**config.mk**
```make
export PLATFORM = sky130hd
export DESIGN_NAME = wt_snoop_cache
export DESIGN_NICKNAME = d
export VERILOG_FILES = /design/src/rtl/wtc_pkg.sv /design/src/rtl/wtc_tag_match.sv /design/src/rtl/wtc_line_store.sv /design/src/rtl/wt_snoop_cache.sv
export SDC_FILE = /design/constraint.sdc
export NUM_CORES = 1
export LEC_CHECK = 0
export ABC_CLOCK_PERIOD_IN_PS = 5300
export BUFFER_PORTS_ARGS = -buffer_cell sky130_fd_sc_hd__buf_2
export CAP_MARGIN = 20
export CORE_ASPECT_RATIO = 0.6
export CORE_UTILIZATION = 43
export DETAILED_ROUTE_END_ITERATION = 8
export PLACE_DENSITY = 0.73
export SKIP_LAST_GASP = 1
export SYNTH_ARGS = -nofsm -noshare
export SYNTH_HDL_FRONTEND = slang
export SYNTH_HIERARCHICAL = 1
export SYNTH_SLANG_ARGS = --single-unit
```
**constraint.sdc**
```tcl
create_clock -name clk -period 5.3 [get_ports clk]
set_clock_uncertainty 0.2 [all_clocks]
set_input_delay 0.265 -clock clk [delete_from_list [all_inputs] [get_ports clk]]
set_output_delay 0.265 -clock clk [all_outputs]
set_load 0.01 [all_outputs]
```
**src/rtl/wtc_pkg.sv**
```systemverilog
package wtc_pkg;

    localparam int WTC_AW    = 10;
    localparam int WTC_DW    = 32;
    localparam int WTC_LINES = 16;

    typedef enum logic [1:0] {
        ST_IDLE = 2'd0,
        ST_BREQ = 2'd1,
        ST_WAIT = 2'd2
    } wtc_state_e;

endpackage

```
**src/rtl/wtc_tag_match.sv**
```systemverilog
module wtc_tag_match #(
    parameter int TAGW = 6
) (
    input  logic            line_valid,
    input  logic [TAGW-1:0] line_tag,
    input  logic [TAGW-1:0] probe_tag,
    output logic            match
);
    always_comb match = line_valid && (line_tag == probe_tag);
endmodule

```
**src/rtl/wtc_line_store.sv**
```systemverilog
module wtc_line_store #(
    parameter int LINES = 16,
    parameter int TAGW  = 6,
    parameter int DW    = 32,
    localparam int IDXW = $clog2(LINES)
) (
    input  logic            clk,
    input  logic            rst,
    input  logic [IDXW-1:0] pa_idx,
    output logic            pa_valid,
    output logic [TAGW-1:0] pa_tag,
    output logic [DW-1:0]   pa_data,
    input  logic [IDXW-1:0] pb_idx,
    output logic            pb_valid,
    output logic [TAGW-1:0] pb_tag,
    input  logic            inv_en,
    input  logic [IDXW-1:0] inv_idx,
    input  logic            fill_en,
    input  logic [IDXW-1:0] fill_idx,
    input  logic [TAGW-1:0] fill_tag,
    input  logic [DW-1:0]   fill_data,
    input  logic            upd_en,
    input  logic [IDXW-1:0] upd_idx,
    input  logic [DW-1:0]   upd_data
);
    logic [LINES-1:0] valid_vec;
    logic [TAGW-1:0]  tag_mem  [LINES];
    logic [DW-1:0]    data_mem [LINES];

    // Per-line state bit: a fill installs a new tag and wins over an invalidation
    // of the previous occupant of the same index.
    for (genvar i = 0; i < LINES; i++) begin : g_line
        logic v_q;
        always_ff @(posedge clk) begin
            if (rst) begin
                v_q <= 1'b0;
            end else if (fill_en && fill_idx == IDXW'(i)) begin
                v_q <= 1'b1;
            end else if (inv_en && inv_idx == IDXW'(i)) begin
                v_q <= 1'b0;
            end
        end
        assign valid_vec[i] = v_q;
    end

    always_ff @(posedge clk) begin
        if (fill_en) begin
            tag_mem[fill_idx]  <= fill_tag;
            data_mem[fill_idx] <= fill_data;
        end else if (upd_en) begin
            data_mem[upd_idx] <= upd_data;
        end
    end

    always_comb begin
        pa_valid = valid_vec[pa_idx];
        pa_tag   = tag_mem[pa_idx];
        pa_data  = data_mem[pa_idx];
        pb_valid = valid_vec[pb_idx];
        pb_tag   = tag_mem[pb_idx];
    end
endmodule

```
**src/rtl/wt_snoop_cache.sv**
```systemverilog
module wt_snoop_cache
    import wtc_pkg::*;
#(
    parameter int AW    = WTC_AW,
    parameter int DW    = WTC_DW,
    parameter int LINES = WTC_LINES
) (
    input  logic          clk,
    input  logic          rst,
    input  logic          cpu_req_valid,
    output logic          cpu_req_ready,
    input  logic          cpu_req_write,
    input  logic [AW-1:0] cpu_req_addr,
    input  logic [DW-1:0] cpu_req_wdata,
    output logic          cpu_resp_valid,
    output logic          cpu_resp_hit,
    output logic [DW-1:0] cpu_resp_rdata,
    output logic          bus_req_valid,
    output logic          bus_req_write,
    output logic [AW-1:0] bus_req_addr,
    output logic [DW-1:0] bus_req_wdata,
    input  logic          bus_gnt,
    input  logic          bus_done,
    input  logic [DW-1:0] bus_rdata,
    input  logic          snoop_valid,
    input  logic          snoop_write,
    input  logic [AW-1:0] snoop_addr
);
    localparam int IDXW = $clog2(LINES);
    localparam int TAGW = AW - IDXW;

    typedef struct packed {
        logic          wr;
        logic          hit;
        logic [AW-1:0] addr;
        logic [DW-1:0] data;
    } pend_t;

    wtc_state_e state_q;
    pend_t      pend_q;
    logic          resp_v_q, resp_hit_q;
    logic [DW-1:0] resp_data_q;

    logic [IDXW-1:0] cpu_idx, snp_idx, pend_idx;
    logic [TAGW-1:0] cpu_tag, snp_tag, pend_tag;
    logic            a_valid, b_valid;
    logic [TAGW-1:0] a_tag, b_tag;
    logic [DW-1:0]   a_data;
    logic            cpu_match, snp_match, snp_kill, cpu_hit, accept;
    logic            fill_en, upd_en, fill_clash;

    always_comb begin
        cpu_idx  = cpu_req_addr[IDXW-1:0];
        cpu_tag  = cpu_req_addr[AW-1:IDXW];
        snp_idx  = snoop_addr[IDXW-1:0];
        snp_tag  = snoop_addr[AW-1:IDXW];
        pend_idx = pend_q.addr[IDXW-1:0];
        pend_tag = pend_q.addr[AW-1:IDXW];
    end

    wtc_line_store #(.LINES(LINES), .TAGW(TAGW), .DW(DW)) u_store (
        .clk      (clk),
        .rst      (rst),
        .pa_idx   (cpu_idx),
        .pa_valid (a_valid),
        .pa_tag   (a_tag),
        .pa_data  (a_data),
        .pb_idx   (snp_idx),
        .pb_valid (b_valid),
        .pb_tag   (b_tag),
        .inv_en   (snp_kill),
        .inv_idx  (snp_idx),
        .fill_en  (fill_en),
        .fill_idx (pend_idx),
        .fill_tag (pend_tag),
        .fill_data(bus_rdata),
        .upd_en   (upd_en),
        .upd_idx  (cpu_idx),
        .upd_data (cpu_req_wdata)
    );

    wtc_tag_match #(.TAGW(TAGW)) u_cpu_cmp (
        .line_valid(a_valid), .line_tag(a_tag), .probe_tag(cpu_tag), .match(cpu_match)
    );

    wtc_tag_match #(.TAGW(TAGW)) u_snp_cmp (
        .line_valid(b_valid), .line_tag(b_tag), .probe_tag(snp_tag), .match(snp_match)
    );

    always_comb begin
        snp_kill   = snoop_valid && snoop_write && snp_match;
        // Snoop goes first: an invalidation of this very line turns the lookup into a miss.
        cpu_hit    = cpu_match && !(snp_kill && (snp_idx == cpu_idx));
        accept     = cpu_req_valid && (state_q == ST_IDLE);
        upd_en     = accept && cpu_req_write && cpu_hit;
        fill_clash = snoop_valid && snoop_write && (snoop_addr == pend_q.addr);
        fill_en    = (state_q == ST_WAIT) && bus_done && !pend_q.wr && !fill_clash;
    end

    always_ff @(posedge clk) begin
        if (rst) begin
            state_q     <= ST_IDLE;
            pend_q      <= '0;
            resp_v_q    <= 1'b0;
            resp_hit_q  <= 1'b0;
            resp_data_q <= '0;
        end else begin
            resp_v_q <= 1'b0;
            unique case (state_q)
                ST_IDLE: begin
                    if (accept) begin
                        if (!cpu_req_write && cpu_hit) begin
                            resp_v_q    <= 1'b1;
                            resp_hit_q  <= 1'b1;
                            resp_data_q <= a_data;
                        end else begin
                            pend_q  <= '{wr: cpu_req_write, hit: cpu_hit,
                                         addr: cpu_req_addr, data: cpu_req_wdata};
                            state_q <= ST_BREQ;
                        end
                    end
                end
                ST_BREQ: begin
                    if (bus_gnt) state_q <= ST_WAIT;
                end
                ST_WAIT: begin
                    if (bus_done) begin
                        resp_v_q    <= 1'b1;
                        resp_hit_q  <= pend_q.hit;
                        resp_data_q <= pend_q.wr ? '0 : bus_rdata;
                        state_q     <= ST_IDLE;
                    end
                end
                default: state_q <= ST_IDLE;
            endcase
        end
    end

    always_comb begin
        cpu_req_ready  = (state_q == ST_IDLE);
        cpu_resp_valid = resp_v_q;
        cpu_resp_hit   = resp_hit_q;
        cpu_resp_rdata = resp_data_q;
        bus_req_valid  = (state_q == ST_BREQ);
        bus_req_write  = pend_q.wr;
        bus_req_addr   = pend_q.addr;
        bus_req_wdata  = pend_q.data;
    end
endmodule

```
==> metrics.txt, run 1 <==
status complete, no violations; worst hold start bus_rdata[13]; top metal layer carrying routed signals met4; placed instance area 0.0317 mm2; Peak supply drop 224 uV; clock edge transition at the registers on the reported setup and hold paths 60 ps; switching part of the total 22.3%; core occupancy in the finished layout 50.3%; DRC violation count after routing 0; die height 206 um; vias in the first global route 17100; TritonCTS clock tree built; setup repair after global routing missed its margin no; maximum level of the CTS H-tree 3; Max-cap violations 0; # resized after CTS 0; max_slew headroom 28.6%; TritonCTS Buffers 67; hold-fix buffers at CTS 45; Post-DP HPWL 45.9 mm; WL per Instance 26.3 um; class of the worst hold path input pin to flip-flop; final number of max-transition violations 0; total grt overflow 0; number of clock sinks 704; slew at the pin closest to its max-slew limit 1070 ps; initial antenna violation count 2; sort of element at the start of the critical path input pin; layout cells sized above 1 28.4%; core area 0.0681 mm2; origin of the critical flop-to-flop path u_store/tag_mem[9][4]; die area 0.0701 mm2; FP Rows 74; average size of a mapped cell 16.9 um2; Fmax achieved 0.231 GHz; internal power summed over all cells 8.99 mW; slack of the worst reg-to-reg path 1060 ps; overall global routing resource usage 21.8%; cell with the most instances after synthesis sky130_fd_sc_hd__edfxtp_1; most frequent cells after synthesis sky130_fd_sc_hd__edfxtp_1, sky130_fd_sc_hd__mux4_2, sky130_fd_sc_hd__nand2_1; Power Density 338 mW/mm2; number of synthesized flops with an enable pin 608; share of total power in combinational logic 6.9%; met1 layer wirelength in the final routing 31.0 mm; most common flop cell mapped by yosys sky130_fd_sc_hd__edfxtp_1; Port Buffer Count 170; DR pass1 iterations 8; number of fill cells 5532; top area cells in the synthesized netlist sky130_fd_sc_hd__edfxtp_1, sky130_fd_sc_hd__mux4_2, sky130_fd_sc_hd__dfxtp_1, sky130_fd_sc_hd__a22oi_1, sky130_fd_sc_hd__nand2_1; vias after detailed routing 17400; Detail Route met2 WL 34.3 mm; starting density of the core 43.6%; routability-driven placement congestion ratio 0.903; top fanout value on the critical path 19; sequential group share of total power 52.6%; Ys Warns 6; summed instance area of the synthesized netlist 0.0297 mm2; placed insts 2746; hold violation count in the final report 0; count of final setup violators 0; Area growth, synth to finish 15.5%; number of nets with antenna violations after detailed routing 0; Static Leakage 11.7 nW; syn nets 1849; Final Total Pwr 11.6 mW; synthesized instance count 1757; postcts setup bufs 0; area leader, netlist sky130_fd_sc_hd__edfxtp_1; net switching power of the design 2.58 mW; final worst slack 964 ps; element type at the critical path end flip-flop; pre-CTS WS 588 ps; area taken by multi-input logic gates 0.00873 mm2; final design instance area without fill 0.0343 mm2; Unique masters post-synth 45; pin count of the biggest net entering global routing 107; Top-Level Pins 171; global-route wire length before repair 112 mm; Final Cycle Share 81.8%; share of async-settable or async-resettable flops after synthesis 0%; proportion of netlist area held by the largest area contributor 61.5%; horizontal die dimension 341 um; clock share of power 40.5%; Max Buffers Root-to-Sink 3; area occupied by registers 0.0202 mm2; required arrival time at the worst endpoint 5440 ps; Worst Path Class, Setup input pin to flip-flop; DRC violation total after the first TritonRoute iteration 2408; Final Instance Count excl. Fillers 2914; sequential element share of the synthesized area 68.0%; total length of routed met3 wires 9.53 mm; clock tree root driver cell sky130_fd_sc_hd__clkbuf_16; Worst EP arrival 4480 ps; shortest period the worst path allows 4340 ps; clock latency reported for the late side of the worst-skew pair 620 ps; Worst Setup SP snoop_addr[2]; total wire length 76.7 mm; Net count, final 2040; via-per-instance ratio 5.97; register bit total from synthesis 704
[cell usage in the layout, fill, tap and decap left out, types with 22 or more instances in the layout]
cell type	count
sky130_fd_sc_hd__buf_2	167
sky130_fd_sc_hd__buf_12	22
sky130_fd_sc_hd__a21oi_1	57
sky130_fd_sc_hd__nor2b_1	40
sky130_fd_sc_hd__nor2_1	43
sky130_fd_sc_hd__nor4bb_1	36
sky130_fd_sc_hd__mux2i_1	43
sky130_fd_sc_hd__mux4_2	184
sky130_fd_sc_hd__mux2_2	27
sky130_fd_sc_hd__buf_4	37
sky130_fd_sc_hd__dfxtp_1	93
sky130_fd_sc_hd__clkbuf_16	68
sky130_fd_sc_hd__dlygate4sd3_1	45
sky130_fd_sc_hd__edfxtp_1	608
sky130_fd_sc_hd__nand2_1	159
sky130_fd_sc_hd__a22oi_1	92
sky130_fd_sc_hd__nand2b_1	87
[sequential cells by signal, summed over array words and instances, names as in the netlist]
register and cells:
state_q 2, cpu_resp_rdata 32, cpu_resp_hit 1, u_store/tag_mem 96
pend_q 1, bus_req_wdata 32, bus_req_addr 10, u_store/g_line.v_q 16
u_store/data_mem 512, bus_req_write 1, cpu_resp_valid 1
[path summary, 6_finish.rpt]
kind                            depth (start not counted)                 endpoint
worst max-delay path                                   16   u_store/data_mem[6][0]
worst min-delay path                                    4  u_store/data_mem[8][13]
worst max register to register                         14   u_store/data_mem[6][0]
worst min register to register                          2        bus_req_wdata[12]
[logic make-up (layout without fill, tap and decap cells)]
group | Yosys count | count (layout) | share of synthesized area, %
mux | 259 | 259 | 16.6
compound gates | 178 | 178 | 3.89
buf+inv | 171 | 414 | 3.20
flops | 704 | 704 | 68.0
xor+xnor | 26 | 26 | 0.767
simple gates | 419 | 419 | 7.55
other cells | 0 | 2 | 0
[layout make-up]
class | count | share of cell area, %
Sequential cell | 704 | 58.9
Clock inverter | 39 | 1.03
Timing Repair Buffer | 274 | 5.96
Antenna cell | 2 | 0.0146
Tap cell | 912 | 3.33
Inverter | 19 | 0.208
Multi-Input combinational cell | 882 | 25.5
Clock buffer | 82 | 5.12
[critical path, cell delays in order]
cell,delay [ps]
sky130_fd_sc_hd__dlygate4sd3_1,530
sky130_fd_sc_hd__buf_2,210
sky130_fd_sc_hd__nor2b_1,660
sky130_fd_sc_hd__a22oi_1,210
sky130_fd_sc_hd__nand2_1,200
sky130_fd_sc_hd__xnor2_1,160
sky130_fd_sc_hd__nand4_1,130
sky130_fd_sc_hd__nor4_2,160
sky130_fd_sc_hd__nand3_1,160
sky130_fd_sc_hd__o21ai_0,340
sky130_fd_sc_hd__nor2_1,180
sky130_fd_sc_hd__nor2b_4,180
sky130_fd_sc_hd__buf_4,220
sky130_fd_sc_hd__a21oi_1,540
sky130_fd_sc_hd__nor2_4,120
sky130_fd_sc_hd__buf_12,200
[power groups by stage]
| stage | clock (mW) | sequential (mW) | combinational [mW] |
|---|---|---|---|
| final | 4.69 | 6.08 | 0.800 |
| after global routing | 4.96 | 6.08 | 0.856 |
| after CTS | 4.76 | 6.08 | 0.796 |
| after detailed placement | 0 | 6.20 | 0.766 |
| after global placement | 0 | 6.20 | 0.751 |
| after floorplan | 0 | 6.20 | 0.512 |
[per-layer routing]
metal	vias to the layer above	track usage, %
met5	-	0
met4	0	6.42
met3	141	5.58
met2	1159	32.3
met1	8861	31.8
li1	7228	-
[metrics by stage]
stage               TNS (ps)  hold WS, ps
floorplan               -928          204
global placement           0          255
detailed placement         0          260
CTS                        0         3.41
global route               0         42.5
finish                     0         30.3
Power figures use the tool's default switching activity.
==> run 2, diff against run 1 <==
- ABC_CLOCK_PERIOD_IN_PS: 5300 -> 4250
- PLACE_DENSITY: 0.73 -> 0.71
- clock period: 5.3 -> 4.25 ns (I/O delays scaled with it)
==> run 2 against run 1 <==
Against the previous run:
- sequential share of layout area shrank 1.8 points
- combinational power grew 35%
- via count shrank 0.71%
- critical path type is now flip-flop to flip-flop
- highest routed layer unchanged
- core utilization grew 1.6 points
==> metrics.txt, run 2 (synthesis gave the netlist of run 1 again) <==
registers with the most flip-flops u_store/data_mem: 512 flops, u_store/tag_mem: 96 flops; antenna cell count 0 (-2); Top reg by flops u_store/data_mem; global-route wire length before repair 112 mm (-0.12%); total wire length 76.4 mm (-0.38%); number of clock sinks 704 (unchanged); Top-Level Pins 171 (unchanged); Final Instance Count excl. Fillers 3014 (+3.4%); pre-CTS WS -344 ps (-932 ps); Post-DP HPWL 48.2 mm (+4.9%); final worst slack 171 ps (-793 ps); most frequent standard cell in the layout excluding fill and tap cells sky130_fd_sc_hd__edfxtp_1; WL per Instance 25.4 um (-3.7%); maximum level of the CTS H-tree 3 (unchanged); required arrival time at the worst endpoint 4480 ps (-960 ps); class of the worst hold path input pin to flip-flop; element type at the critical path end flip-flop; postcts setup bufs 0 (unchanged); FP Rows 74 (unchanged); TritonCTS clock tree built; DR pass1 iterations 6 (-2); core area 0.0681 mm2 (unchanged); status complete, no violations; die area 0.0701 mm2 (unchanged); Worst Path Class, Setup flip-flop to flip-flop; placed insts 2813 (+2.4%); count of buffering cells on the critical path with inverters included 4 (unchanged); die height 206 um (unchanged); slowest stage cell, crit path sky130_fd_sc_hd__mux4_2; shortest period the worst path allows 4080 ps; clock edge transition at the registers on the reported setup and hold paths 60 ps (about the same); horizontal die dimension 341 um (unchanged); cell class contributing the biggest share of worst-path delay simple AND/OR/NAND/NOR gates; slew at the pin closest to its max-slew limit 1120 ps (+52.8 ps); hold violation count in the final report 0 (unchanged); TritonCTS Buffers 68 (+1.5%); Peak supply drop 256 uV (+14%); Worst EP arrival 4310 ps (-170 ps); final-layout setup total negative slack 0 ps (unchanged); Net count, final 2140 (+4.9%); highest-count cells in the layout ignoring fill and taps sky130_fd_sc_hd__edfxtp_1, sky130_fd_sc_hd__mux4_2, sky130_fd_sc_hd__buf_2; Fmax achieved 0.245 GHz; vias after detailed routing 17300 (-0.71%); routability-driven placement congestion ratio 0.895 (-0.81%); clock tree root driver cell sky130_fd_sc_hd__clkbuf_16; vias in the first global route 17300 (+1.1%); biggest cell delay along the critical path 460 ps (-200 ps); max_slew headroom 25.1% (-3.5 points); clock latency reported for the late side of the worst-skew pair 620 ps (about the same); final number of max-transition violations 0 (unchanged); top fanout value on the critical path 22 (+3); count of final setup violators 0 (unchanged); Final Total Pwr 14.6 mW (+26%); pin count of the biggest net entering global routing 151 (+41%); Power Density 412 mW/mm2 (+22%); sort of element at the start of the critical path flip-flop; number of nets with antenna violations after detailed routing 0 (unchanged); overall global routing resource usage 21.8% (about the same); Max Buffers Root-to-Sink 3 (unchanged); number of flip-flops under the largest register name 512 (unchanged); via-per-instance ratio 5.73 (-4.0%); starting density of the core 43.6% (unchanged); initial antenna violation count 1 (-1); total grt overflow 0 (unchanged); DRC violation total after the first TritonRoute iteration 2120 (-12%); Port Buffer Count 170 (unchanged); Area growth, synth to finish 19.2%; cell-by-cell listing of the critical path buf_4 > mux4_2 > a22oi_1 > nand2_1 > xnor2_1 > nand4_1 > nor4_2 > nand3_1 > o21ai_1 > nor2_2 > nand2b_2 > buf_4 > buf_6 > nand2_1 > nand2_1 > buf_4; layout cells sized above 1 31.2% (+2.8 points); Max-cap violations 0 (unchanged); Static Leakage 12.2 nW (+4.9%); Final Cycle Share 96.0%; DRC violation count after routing 0 (unchanged)
==> run 2: final timing paths <==
| path | start | to | slack, ps | depth (start not counted) |
|---|---|---|---|---|
| max | u_store/tag_mem[3][0] | u_store/data_mem[8][13] | 170 | 16 |
| min | bus_rdata[23] | u_store/data_mem[13][23] | 30 | 4 |
| max reg2reg | u_store/tag_mem[3][0] | u_store/data_mem[8][13] | 170 | 16 |
| min reg2reg | bus_req_wdata[31] | bus_req_wdata[31] | 270 | 2 |
==> run 2: per-stage QoR <==
stage,utilization [%],hold slack (ps),cell area (um2)
2_1_floorplan,-,151,29800
3_3_place_gp,47.5,254,32400
3_5_place_dp,47.6,259,32400
4_1_cts,51.9,2.24,35400
5_1_grt,51.9,28.4,35400
6_report,51.9,32.4,35400
==> run 2: worst min-delay path: stages <==
cell	delay (ps)
sky130_fd_sc_hd__buf_2	150
sky130_fd_sc_hd__nand2_1	60
sky130_fd_sc_hd__nand2_1	60
sky130_fd_sc_hd__buf_4	210
==> run 2: cell type report <==
cell class,instances,area (um2)
clock inverter,35,300
tap,912,1140
clock buffer,89,1850
sequential,704,20200
timing repair buffer,373,3070
multi-input combinational,882,8780
fill,5491,32800
inverter,19,71.3
==> run 2: routing by layer <==
layer  track usage, %  vias up  part of all wire, %  wire length [um]
li1                 -     7420                    -                 -
met1             31.7     8944                   43             32500
met2             33.6      798                   46             35400
met3             4.98      103                  9.4              7200
met4             4.96        0                  1.6              1240
met5                0        -                    0                 0
==> run 2: repair_timing <==
action	in CTS	in global routing
hold endpoints to repair	514	16
resized for setup	10	7
hold buffers	76	1
endpoints found under the setup margin	446	853
==> run 2: where the power goes <==
part,leakage (nW),switching [mW],internal (mW)
Clock,1.06,2.64,3.29
Combinational,4.95,0.617,0.461
Sequential,6.23,0.0307,7.54
Total,12.2,3.28,11.3
==> run 3, diff against run 2 <==
- ABC_AREA: not set -> 1
- PLACE_DENSITY: 0.71 -> 0.7
==> run 3 against run 2 <==
Against the previous run:
- register-to-register slack better by 120 ps
- wire length up 27%
- final cell count up 64%
- largest cell class unchanged
- power rose by 6.0%
- non-clock buffer count down 31
- global-route usage up 2.7 points
- synthesized cell count rose by 110%
==> metrics.txt, run 3 <==
clock tree root driver cell sky130_fd_sc_hd__clkbuf_16; Max-cap violations 0 (unchanged); core area 0.0758 mm2 (+11%); worst reg2reg path endpoint u_store/data_mem[15][29]; sequential element share of the synthesized area 60.9% (-7.0 points); FP Rows 78 (+5.4%); Most common cell on crit path sky130_fd_sc_hd__nand3_1; slew at the pin closest to its max-slew limit 1130 ps (+8.14 ps); maximum level of the CTS H-tree 3 (unchanged); summed instance area of the synthesized netlist 0.0331 mm2 (+12%); Net count, final 3969 (+85%); hold violation count in the final report 0 (unchanged); Top reg by flops u_store/data_mem; die height 217 um (+5.6%); Detail Route met2 WL 38.4 mm (+8.4%); top area cells in the synthesized netlist sky130_fd_sc_hd__edfxtp_1, sky130_fd_sc_hd__nand2_1, sky130_fd_sc_hd__nand3_1, sky130_fd_sc_hd__inv_1, sky130_fd_sc_hd__dfxtp_1; starting density of the core 43.7% (+0.10 points); element type at the critical path end flip-flop; area occupied by registers 0.0202 mm2 (about the same); Final Cycle Share 93.9% (-2.1 points); Max Buffers Root-to-Sink 3 (unchanged); initial antenna violation count 1 (unchanged); syn nets 3796 (+110%); area taken by multi-input logic gates 0.00928 mm2 (+5.7%); worst reg2reg path depth 20 (+4); area leader, netlist sky130_fd_sc_hd__edfxtp_1; clock edge transition at the registers on the reported setup and hold paths 70 ps (about the same); required arrival time at the worst endpoint 4320 ps (-160 ps); top metal layer carrying routed signals met5; register bit total from synthesis 704 (unchanged); Static Leakage 17.1 nW (+39%); share of async-settable or async-resettable flops after synthesis 0% (unchanged); placed insts 4731 (+68%); sort of element at the start of the critical path input pin; via-per-instance ratio 5.27 (-8.0%); Area growth, synth to finish 14.5%; status complete, no violations; cell-by-cell listing of the critical path dlygate4sd3_1 > buf_6 > inv_6 > nand3_1 > nand3_1 > nand3_1 > nand2_1 > inv_1 > nand2_1 > nand2_1 > nand3_1 > nor2_2 > nand4_1 > inv_1 > nand2_2 > inv_2 > nand2_1 > o21ai_1 > nand3_1 > nor2_4 > buf_4; final-layout setup total negative slack 0 ps (unchanged); TritonCTS Buffers 68 (unchanged); total wire length 96.9 mm (+27%); postcts setup bufs 0 (unchanged); top fanout value on the critical path 35 (+59%); # resized after CTS 0 (-10); highest-count cells in the layout ignoring fill and taps sky130_fd_sc_hd__nand2_1, sky130_fd_sc_hd__nand3_1, sky130_fd_sc_hd__edfxtp_1; setup repair after global routing missed its margin no; vias after detailed routing 26000 (+50%); met1 layer wirelength in the final routing 44.3 mm (+36%); switching part of the total 24.2% (+1.7 points); clock share of power 42.0% (+1.4 points); slack of the worst reg-to-reg path 290 ps (+120 ps); average size of a mapped cell 8.94 um2 (-47%); Worst Setup SP cpu_req_addr[1]; registers with the most flip-flops u_store/data_mem: 512 flops, u_store/tag_mem: 96 flops; clock latency reported for the late side of the worst-skew pair 640 ps (+20 ps); CP Capture Point u_store/data_mem[15][29]; DRC violation count after routing 0 (unchanged); final number of max-transition violations 0 (unchanged); max_slew headroom 24.6% (-0.54 points); proportion of netlist area held by the largest area contributor 55.1% (-6.4 points); class of the worst hold path input pin to flip-flop; DR pass1 iterations 6 (unchanged); net switching power of the design 3.74 mW (+14%); sequential group share of total power 49.2% (-2.8 points); most frequent standard cell in the layout excluding fill and tap cells sky130_fd_sc_hd__nand2_1; global-route wire length before repair 146 mm (+30%); share of total power in combinational logic 8.9% (+1.5 points); vias in the first global route 23500 (+36%); number of clock sinks 704 (unchanged); Port Buffer Count 170 (unchanged); total grt overflow 0 (unchanged); DRC violation total after the first TritonRoute iteration 3667 (+73%); slowest stage cell, crit path sky130_fd_sc_hd__dlygate4sd3_1; antenna cell count 0 (unchanged); Worst Path Class, Setup input pin to flip-flop; Unique masters post-synth 30 (-33%); origin of the critical flop-to-flop path u_store/tag_mem[9][0]; Final Instance Count excl. Fillers 4930 (+64%); biggest cell delay along the critical path 550 ps (+90 ps); layout cells sized above 1 10.5% (-21 points); WL per Instance 19.7 um (-22%); hold-fix buffers at CTS 76 (unchanged); TritonCTS clock tree built; number of flip-flops under the largest register name 512 (unchanged); count of final setup violators 0 (unchanged); synthesized instance count 3704 (+110%); number of fill cells 6728 (+23%); Ys Warns 6 (unchanged); internal power summed over all cells 11.7 mW (+3.8%); Worst EP arrival 4060 ps (-250 ps); most common flop cell mapped by yosys sky130_fd_sc_hd__edfxtp_1; pin count of the biggest net entering global routing 180 (+19%); shortest period the worst path allows 3990 ps (-89.1 ps); cell with the most instances after synthesis sky130_fd_sc_hd__nand2_1; Power Density 408 mW/mm2 (-1.0%); total length of routed met3 wires 12.2 mm (+69%); Peak supply drop 252 uV (-1.6%); Fmax achieved 0.251 GHz (+2.2%); die area 0.0782 mm2 (+11%); number of synthesized flops with an enable pin 608 (unchanged); Top-Level Pins 171 (unchanged); number of nets with antenna violations after detailed routing 0 (unchanged); Post-DP HPWL 61.0 mm (+27%); horizontal die dimension 360 um (+5.6%); overall global routing resource usage 24.5% (+2.7 points); most frequent cells after synthesis sky130_fd_sc_hd__nand2_1, sky130_fd_sc_hd__nand3_1, sky130_fd_sc_hd__edfxtp_1; routability-driven placement congestion ratio 0.971 (+8.4%)
run 3: metal layers:
| layer | up-vias | global-route usage, % |
|---|---|---|
| li1 | 12100 | - |
| met1 | 12100 | 38.8 |
| met2 | 1590 | 33.0 |
| met3 | 146 | 6.00 |
| met4 | 4 | 5.98 |
| met5 | - | 0 |
run 3: cells by family (layout without fill, tap and decap cells):
kind of cell,after synthesis,in the layout,share of synthesized area (%)
XOR/XNOR,7,7,0.185
AND/OR/NAND/NOR,2026,2026,25.6
buffers and inverters,848,1074,11.4
AO/OA/AOI/OAI,119,119,1.83
flip-flops,704,704,60.9
run 3: area by class of cell:
type / instances / share of cell area [%]
Clock buffer: 82 / 4.76
Clock inverter: 41 / 1.51
Inverter: 609 / 6.07
Multi-Input combinational cell: 2152 / 24.5
Sequential cell: 704 / 53.2
Tap cell: 1000 / 3.30
Timing Repair Buffer: 342 / 6.66
run 3: critical path: cells and delay by family:
| family | cells | cell delay, ps |
|---|---|---|
| AND/OR/NAND/NOR | 13 | 1860 |
| buffers and inverters | 7 | 1790 |
| AO/OA/AOI/OAI | 1 | 160 |
run 3: how the worst min path moves through the flow:
| stage | startpoint | endpoint | slack [ps] | cells after the start |
|---|---|---|---|---|
| 3_3_place_gp | pend_q[42] | pend_q[42] | 250 | 2 |
| 2_1_floorplan | rst | bus_req_write | 80 | 1 |
| 3_5_place_dp | pend_q[42] | pend_q[42] | 260 | 2 |
| 5_1_grt | cpu_req_addr[0] | bus_req_addr[0] | 10 | 4 |
| 4_1_cts | cpu_req_addr[0] | bus_req_addr[0] | 9 | 4 |
| 6_report | cpu_req_addr[0] | bus_req_addr[0] | 30 | 4 |
run 3: power groups by stage:
stage               Sequential [mW]  Combinational (mW)  Clock, mW
CTS                            7.60                1.34       6.57
global route                   7.60                1.48       6.85
floorplan                      7.76               0.816          0
detailed placement             7.75                1.28          0
global placement               7.75                1.27          0
finish                         7.60                1.37       6.49
run 3: stage by stage:
step / instance area (um2) / hold slack (ps) / worst slack [ps] / total power [mW] / utilization [%]
floorplan: 33100 / 81.6 / 17.1 / 8.58 / -
global placement: 34800 / 248 / 225 / 9.02 / 45.9
detailed placement: 34800 / 257 / 175 / 9.03 / 45.9
CTS: 37900 / 8.70 / 400 / 15.5 / 50.0
global route: 37900 / 11.1 / 40.3 / 15.9 / 50.0
finish: 37900 / 32.2 / 260 / 15.5 / 50.0
